===== config.mk =====
export PLATFORM = sky130hd
export DESIGN_NAME = alu_flags
export DESIGN_NICKNAME = d
export VERILOG_FILES = /design/src/rtl/alu_flags_pkg.sv /design/src/rtl/alu_flags_ctrl.sv /design/src/rtl/alu_flags_dpath.sv /design/src/rtl/alu_flags.sv
export SDC_FILE = /design/constraint.sdc
export NUM_CORES = 1
export LEC_CHECK = 0
export ABC_CLOCK_PERIOD_IN_PS = 8189
export BUFFER_PORTS_ARGS = -buffer_cell sky130_fd_sc_hd__buf_2
export CAP_MARGIN = 15
export CORE_UTILIZATION = 59
export DETAILED_ROUTE_END_ITERATION = 7
export PLACE_DENSITY = 0.88
export SYNTH_ARGS = -nofsm -noshare
export SYNTH_HDL_FRONTEND = slang
export SYNTH_SLANG_ARGS = --single-unit

===== constraint.sdc =====
create_clock -name vclk -period 8.19
set_input_delay 0.819 -clock vclk [all_inputs]
set_output_delay 0.819 -clock vclk [all_outputs]
set_load 0.03 [all_outputs]

===== src/rtl/alu_flags_pkg.sv =====
package alu_flags_pkg;

  localparam logic [3:0] OP_AND = 4'd0;
  localparam logic [3:0] OP_EOR = 4'd1;
  localparam logic [3:0] OP_SUB = 4'd2;
  localparam logic [3:0] OP_ADD = 4'd3;
  localparam logic [3:0] OP_ADC = 4'd4;
  localparam logic [3:0] OP_TST = 4'd5;
  localparam logic [3:0] OP_TEQ = 4'd6;
  localparam logic [3:0] OP_CMP = 4'd7;
  localparam logic [3:0] OP_ORR = 4'd8;
  localparam logic [3:0] OP_MOV = 4'd9;
  localparam logic [3:0] OP_BIC = 4'd10;
  localparam logic [3:0] OP_MVN = 4'd11;

  typedef enum logic [1:0] {
    LF_AND  = 2'd0,
    LF_OR   = 2'd1,
    LF_XOR  = 2'd2,
    LF_PASS = 2'd3
  } logicFn_e;

  // Strobes from control to datapath
  typedef struct packed {
    logic     valid;     // opcode is defined
    logic     arith;     // adder path selected
    logic     subtract;  // carry-in forced to 1
    logic     addCarry;  // carry-in from current C
    logic     invertB;   // complement second operand
    logicFn_e logicFn;   // logic unit function
  } aluStrobe_t;

endpackage


===== src/rtl/alu_flags_ctrl.sv =====
module alu_flags_ctrl
  import alu_flags_pkg::*;
(
  input  logic [3:0]  opCode,
  input  logic        sBit,
  output aluStrobe_t  strobe,
  output logic        resWe,
  output logic        flagEn
);

  logic alwaysFlags;

  always_comb begin
    strobe      = '0;
    strobe.logicFn = LF_AND;
    resWe       = 1'b0;
    alwaysFlags = 1'b0;
    case (opCode)
      OP_AND: begin strobe.valid = 1'b1; strobe.logicFn = LF_AND; resWe = 1'b1; end
      OP_EOR: begin strobe.valid = 1'b1; strobe.logicFn = LF_XOR; resWe = 1'b1; end
      OP_ORR: begin strobe.valid = 1'b1; strobe.logicFn = LF_OR;  resWe = 1'b1; end
      OP_BIC: begin
        strobe.valid = 1'b1; strobe.logicFn = LF_AND; strobe.invertB = 1'b1; resWe = 1'b1;
      end
      OP_MOV: begin strobe.valid = 1'b1; strobe.logicFn = LF_PASS; resWe = 1'b1; end
      OP_MVN: begin
        strobe.valid = 1'b1; strobe.logicFn = LF_PASS; strobe.invertB = 1'b1; resWe = 1'b1;
      end
      OP_ADD: begin strobe.valid = 1'b1; strobe.arith = 1'b1; resWe = 1'b1; end
      OP_ADC: begin
        strobe.valid = 1'b1; strobe.arith = 1'b1; strobe.addCarry = 1'b1; resWe = 1'b1;
      end
      OP_SUB: begin
        strobe.valid = 1'b1; strobe.arith = 1'b1; strobe.subtract = 1'b1;
        strobe.invertB = 1'b1; resWe = 1'b1;
      end
      OP_TST: begin strobe.valid = 1'b1; strobe.logicFn = LF_AND; alwaysFlags = 1'b1; end
      OP_TEQ: begin strobe.valid = 1'b1; strobe.logicFn = LF_XOR; alwaysFlags = 1'b1; end
      OP_CMP: begin
        strobe.valid = 1'b1; strobe.arith = 1'b1; strobe.subtract = 1'b1;
        strobe.invertB = 1'b1; alwaysFlags = 1'b1;
      end
      default: ;
    endcase
  end

  assign flagEn = alwaysFlags | (sBit & resWe);

endmodule


===== src/rtl/alu_flags_dpath.sv =====
module alu_flags_dpath
  import alu_flags_pkg::*;
#(
  parameter int WIDTH = 32
) (
  input  aluStrobe_t        strobe,
  input  logic [WIDTH-1:0]  opA,
  input  logic [WIDTH-1:0]  opB,
  input  logic              shCarry,
  input  logic              curC,
  input  logic              curV,
  output logic [WIDTH-1:0]  result,
  output logic              nNext,
  output logic              zNext,
  output logic              cNext,
  output logic              vNext
);

  localparam int MSB = WIDTH - 1;

  logic [WIDTH-1:0] bEff;
  logic [WIDTH-1:0] sumVal;
  logic [WIDTH-1:0] logicVal;
  logic             carryIn;
  logic             carryOut;
  logic             overflow;

  assign bEff    = strobe.invertB ? ~opB : opB;
  assign carryIn = strobe.subtract | (strobe.addCarry & curC);

  assign {carryOut, sumVal} = {1'b0, opA} + {1'b0, bEff} + {{WIDTH{1'b0}}, carryIn};
  assign overflow = (opA[MSB] == bEff[MSB]) && (sumVal[MSB] != opA[MSB]);

  always_comb begin
    case (strobe.logicFn)
      LF_AND:  logicVal = opA & bEff;
      LF_OR:   logicVal = opA | bEff;
      LF_XOR:  logicVal = opA ^ bEff;
      default: logicVal = bEff;
    endcase
  end

  always_comb begin
    if (!strobe.valid)     result = '0;
    else if (strobe.arith) result = sumVal;
    else                   result = logicVal;
  end

  assign nNext = result[MSB];
  assign zNext = (result == '0);
  assign cNext = strobe.arith ? carryOut : shCarry;
  assign vNext = strobe.arith ? overflow : curV;

endmodule


===== src/rtl/alu_flags.sv =====
module alu_flags
  import alu_flags_pkg::*;
#(
  parameter int WIDTH = 32
) (
  input  logic [3:0]       opCode,
  input  logic [WIDTH-1:0] opA,
  input  logic [WIDTH-1:0] opB,
  input  logic             shCarry,
  input  logic             curC,
  input  logic             curV,
  input  logic             sBit,
  output logic [WIDTH-1:0] result,
  output logic             resWe,
  output logic             flagEn,
  output logic             nNext,
  output logic             zNext,
  output logic             cNext,
  output logic             vNext
);

  aluStrobe_t strobe;

  alu_flags_ctrl uCtrl (
    .opCode (opCode),
    .sBit   (sBit),
    .strobe (strobe),
    .resWe  (resWe),
    .flagEn (flagEn)
  );

  alu_flags_dpath #(.WIDTH(WIDTH)) uDpath (
    .strobe  (strobe),
    .opA     (opA),
    .opB     (opB),
    .shCarry (shCarry),
    .curC    (curC),
    .curV    (curV),
    .result  (result),
    .nNext   (nNext),
    .zNext   (zNext),
    .cNext   (cNext),
    .vNext   (vNext)
  );

endmodule


# ---- Yosys cells after proc, flatten, opt, wreduce, memory -nomap -nowiden
# Cells that the tools add are included.
dict set report op_classes {
  add_sub_neg 2
  eq_ne 15
  n_mux 14
  bitwise_logic 8
  n_reduce_logical 12
}
# op n
set op_table {}
lappend op_table {{$mux W32} 3}
lappend op_table {{$pmux W32 S3} 1}
lappend op_table {{$add A32 B32 Y33} 1}
lappend op_table {{$add A33 B1 Y33} 1}
lappend op_table {{$and A32 B32 Y32} 1}
lappend op_table {{$logic_not A32 Y1} 1}
lappend op_table {{$not A32 Y32} 1}
lappend op_table {{$or A32 B32 Y32} 1}
lappend op_table {{$xor A32 B32 Y32} 1}
lappend op_table {{$eq A4 B3 Y1 const B} 4}
lappend op_table {{$eq A4 B4 Y1 const B} 4}
lappend op_table {{$reduce_or A12 Y1} 1}
lappend op_table {{$mux W1} 9}
lappend op_table {{$reduce_or A9 Y1} 1}
lappend op_table {{$eq A4 B2 Y1 const B} 2}
lappend op_table {{$reduce_or A4 Y1} 2}
lappend op_table {{$pmux W2 S3} 1}
lappend op_table {{$reduce_or A2 Y1} 3}
lappend op_table {{$eq A4 B1 Y1 const B} 1}
lappend op_table {{$logic_not A4 Y1} 1}
lappend op_table {{$reduce_or A3 Y1} 1}
lappend op_table {{$and A1 B1 Y1} 2}
lappend op_table {{$eq A2 B1 Y1 const B} 1}
lappend op_table {{$eq A2 B2 Y1 const B} 1}
lappend op_table {{other kinds (5)} 6}
dict set report word_totals {
  register_bits 0
  in_bits 72
  output_inout_bits 38
  wordCells 51
}

# ---- Longest topological paths before layout
dict set report depth {
  word_depth 9
  depth_mapped 21
  depth_no_buf 18
}

# ---- Hierarchy
# Synthesis repeated with hierarchy kept, for this count alone.
dict set report unflattened {
  hier_cells 619
  area_unflattened_um2 4593.2
}
# mod n_inst cells_each area_each_um2 seq_area_each_um2
set modules_own_cells {}
lappend modules_own_cells {alu_flags_dpath 1 601 4465.5 0.0}
lappend modules_own_cells {alu_flags_ctrl 1 18 127.6 0.0}

# ---- Least setup slack after synthesis
# OpenSTA, ideal clock, no wires.
dict set report synth_timing {
  path_type {input-to-output}
  startpoint {input opCode[2]}
  endpoint {output zNext}
  arrival_time_ns 7.089
  required_time_ns 7.371
  setup_slack_ns 0.282
  path_stages 20
  path_buffers 4
  cell_sequence {buf_2 nand2b_1 mux2i_1 clkbuf_1 buf_1 clkbuf_1 xor2_1 fa_1 inv_1 fa_1 nor2b_1 o21ai_0 a21oi_1 o41ai_1 xor2_1 a211oi_1 or4b_1 or4_1 or4_1 nor4_2}
}
dict set report synth_between {
  elab_chain_cells 9
  word_cells_on_any_way 39
  cone_classes {add/sub (2); eq/ne (13); mux (10); bitwise (5); reduce/logical (9)}
}
# item line_no
set synth_lines {}
lappend synth_lines {{from (decl)} alu_flags.sv:6} ;# input logic [3:0] opCode,
lappend synth_lines {{$eq A4 B4 Y1 (tied with other cells)} alu_flags_ctrl.sv:18} ;# case (opCode)
lappend synth_lines {{$reduce_or A4 Y1 (no source line)} --}
lappend synth_lines {{$mux W1} alu_flags_ctrl.sv:18}
lappend synth_lines {{$mux W32} alu_flags_dpath.sv:28} ;# assign bEff = strobe.invertB ? ~opB : opB;
lappend synth_lines {{$add A32 B32 Y33 (tied with other cells)} alu_flags_dpath.sv:31} ;# assign {carryOut, sumVal} = {1'b0, opA} + {1'b0, bEff} + {{WIDTH{1'b0}}, carryIn};
lappend synth_lines {{$add A33 B1 Y33 or $pmux W32 S3 (tied branches)} {alu_flags_dpath.sv:31, alu_flags_dpath.sv:35}}
lappend synth_lines {{$mux W32} alu_flags_dpath.sv:45} ;# else if (strobe.arith) result = sumVal;
lappend synth_lines {{$mux W32 *} alu_flags_dpath.sv:44} ;# if (!strobe.valid) result = '0;
lappend synth_lines {{named net result[12]} alu_flags.sv:13} ;# output logic [WIDTH-1:0] result,
lappend synth_lines {{$logic_not A32 Y1 *} alu_flags_dpath.sv:50} ;# assign zNext = (result == '0);
lappend synth_lines {{to (decl)} alu_flags.sv:17} ;# output logic zNext,
# The timed path passes the listed nets; every way through them passes the cells marked *.

# ---- Worst setup path in the final report
dict set report layout_timing {
  startpoint {input opCode[0]}
  endpoint {output zNext}
}
dict set report layout_between {
  elab_chain_cells 9
  word_cells_on_any_way 39
  cone_classes {add/sub (2); eq/ne (13); mux (10); bitwise (5); reduce/logical (9)}
}
# item line_no
set layout_lines {}
lappend layout_lines {{$eq A4 B4 Y1 (tied with other cells)} alu_flags_ctrl.sv:18}
lappend layout_lines {{$reduce_or A4 Y1 (no source line)} --}
lappend layout_lines {{$mux W1} alu_flags_ctrl.sv:18}
lappend layout_lines {{$mux W32} alu_flags_dpath.sv:28}
lappend layout_lines {{$add A32 B32 Y33 (tied with other cells)} alu_flags_dpath.sv:31}
lappend layout_lines {{$add A33 B1 Y33 or $pmux W32 S3 (tied branches)} {alu_flags_dpath.sv:31, alu_flags_dpath.sv:35}}
lappend layout_lines {{$mux W32} alu_flags_dpath.sv:45}
lappend layout_lines {{$mux W32 *} alu_flags_dpath.sv:44}
lappend layout_lines {{$logic_not A32 Y1 *} alu_flags_dpath.sv:50}
# Mark *: on every way between the ends. The rest lies on a longest branch, timed or not.

==> metrics list <==
* Final setup violation count: 0
- The mapped netlist covers just over 0.005 mm^2.
- Buffers added to address setup during post-CTS repair amount to 0.
- Number of distinct library cells after synthesis: 68
* Share of power burned in registers: 0
- The analysis attributes to cell leakage a power of 2.67 nW.
* Area of all placed cells without fillers: 0.00559 mm^2
* DRC violation count after routing: 0
- Max-cap violations in this run came to 0.
- Registers take 0 um^2.
- After detailed routing, the total wire length is between 15000 and 20000 um.
* Total GRT Usage: 0.408
* Maximum fanout count along the critical path: 50
* Clock group share of total power: 0
- Portion of total power attributed to combinational logic: 1.000
- Unrepaired setup endpoints after global routing: no
* Count of pins on the block boundary: 110
- The library cells used most frequently in the layout, excluding fill and tap cells, are 110 x buf_2, 96 x a21oi_1, 76 x inv_1.
* Overflow after GRT: 0
- Final max-slew violation count: 0
- The number of antenna violations at the first check in global routing was 0.
* Sw power: slightly above 0.4 mW
- Count of clock buffers in the final design: 0
- Summed over all failing endpoints, the final setup total negative slack is 0 ns.
- Dividing total power by cell area gives a power density of 113 mW/mm^2.
* HPWL after DPL: 13800 um
- The worst-case IR drop observed on VDD is between 0.06 and 0.07 mV.
* Layout sequential cell count: 0
- Number of nets in the synthesized netlist: 939
* End point of the worst hold path: vNext
- The routed layout has 6643 vias.
* Min setup slack post-route: around 0.75 ns
- Diodes inserted: 0
* Yosys warning count: 0
* Required time worst endpoint: between 7 and 8 ns
- Part of the Yosys area used for sequential elements: 0
- Worst setup timing slack at the placement stage: ~1 ns
- Share of the clock period used by the worst path: 0.908
- In this run the cell area measured after placement is about 0.0056 mm^2.
- Final min period: around 7.4 ns
- Layout overhead on the synthesized area: 10.3%
- Gates resized, CTS repair: 0
* Share of post-route cells with drive strength above 1: 0.158
* Rows: 33
- Cell depth of the worst min-delay path: 4
- Hold Startpoint: curV
* Starting density of the core: 0.614
* Die height: 94.7 um
- The region available for standard cell placement spans 0.00826 mm^2.
* Via count of the first global-routing pass: 5698
- Die outline area: 0.00897 mm^2
* Layout Nets: 1002
* Final count of hold timing violations: 0
- Average wire length per cell after detail routing: 19.6 um
- Worst EP arrival: about 6.6 ns
- Die X-Extent: 94.7 um
* Vias per cell: 6.87
- The detailed router finished its first iteration with about 900 violations.
- Antenna-violating nets left: 0
- Counting every instance in the synthesized netlist gives between 800 and 900.
* Slew at the pin closest to its max-slew limit: 1.01 ns
- In this run the mean area of a mapped cell was between 6 and 7 um^2.
* Routability congestion estimate: 1.03
- Once layout is complete, the utilization of the core stands at 0.677.
* Most common cell after layout, fill and taps aside: buf_2
* Total of hold buffers inserted after clock tree synthesis: 0
- Of the total power, the share spent switching nets is 0.647.
* Number of port buffers: 110
- Global-route wire length before repair: 29000 um
- Static timing analysis puts the maximum clock frequency at 134 MHz.
* Worst setup path class: in2out
- Cell internal power was estimated by the tool at approximately 0.22 mW.
- The worst pin sits at a relative slew slack of 0.326.
- Pin count of the biggest net entering global routing: between 60 and 70
- Pre-Repair DR Iteration Count: 6
* Outcome: finished clean
- CP Capture Type: primary output
- Class of the tightest hold or removal check: in2out
- STA classifies the critical path startpoint as a primary input.
==> cell usage after synthesis, types with 10 or more instances <==
cell / number / area [um^2]
buf_2: 10 / 50.1
o211ai_1: 13 / 97.6
o22ai_1: 14 / 87.6
nand2b_1: 16 / 100
nor2_1: 40 / 150
a221oi_1: 14 / 123
xor2_1: 37 / 324
inv_1: 76 / 285
and3_1: 11 / 68.8
xnor2_1: 27 / 236
nand4_1: 11 / 68.8
a211oi_1: 10 / 75.1
clkbuf_1: 40 / 150
ha_1: 64 / 801
nor2b_1: 18 / 113
nor3_1: 17 / 85.1
nand2_1: 73 / 274
o21ai_0: 70 / 350
a21o_1: 11 / 82.6
a21oi_1: 96 / 480
==> worst max-delay path: stages <==
cell	delay, ns
buf_2	0.67
and2b_1	0.28
mux2i_4	0.37
buf_4	0.25
xor2_1	0.20
inv_1	0.07
ha_1	0.38
a21o_1	0.27
a21oi_1	0.29
a21oi_1	0.15
o41ai_1	0.50
xor2_1	0.19
a211oi_1	0.10
or4b_1	0.63
or4_1	0.52
or4_1	0.54
nor4_2	0.14
buf_2	0.23
==> cells by family (layout without fill, tap and decap cells) <==
family | count (synthesis) | in the layout | share of synthesized area
mux | 4 | 4 | 0.00815
fa+ha+maj | 66 | 66 | 0.166
compound gates | 305 | 305 | 0.386
simple gates | 223 | 223 | 0.217
xor+xnor | 65 | 65 | 0.114
buf+inv | 138 | 199 | 0.109
==> metrics by stage <==
step / hold slack (ns) / instances / total power [mW]
after CTS: 1.99 / 966 / 0.609
final: 1.99 / 967 / 0.631
after detailed placement: 1.99 / 966 / 0.606
after global routing: 2.01 / 967 / 0.676
after global placement: 1.98 / 966 / 0.602
after floorplan: 1.85 / 801 / 0.449
==> worst max path at each step <==
stage          startpoint  endpoint  slack [ns]  cells after the start
2_1_floorplan   opCode[2]     zNext        0.28                     20
3_3_place_gp    opCode[0]     zNext        1.17                     18
3_5_place_dp    opCode[0]     zNext        0.98                     18
4_1_cts         opCode[0]     zNext        0.96                     18
5_1_grt         opCode[0]     zNext        0.60                     18
6_report        opCode[0]     zNext        0.75                     18
==> final cells by class <==
class	count	area, um^2
multi-input cells	663	4530
fillers	791	2670
repair buffers	121	637
well taps	105	131
inverters	78	293
==> routing by layer <==
metal | GRT usage | part of all wire | vias up
met5 | 0 | 0 | -
met4 | 0.130 | 0.043 | 0
met3 | 0.0910 | 0.15 | 99
met2 | 0.644 | 0.43 | 565
met1 | 0.545 | 0.39 | 2960
li1 | - | - | 3019
==> power groups by stage <==
| stage | Clock, mW | Combinational (mW) | Sequential (mW) |
|---|---|---|---|
| final | 0 | 0.631 | 0 |
| after global placement | 0 | 0.602 | 0 |
| after CTS | 0 | 0.609 | 0 |
| after floorplan | 0 | 0.449 | 0 |
| after detailed placement | 0 | 0.606 | 0 |
| after global routing | 0 | 0.676 | 0 |
(Power assumes the default switching activity.)
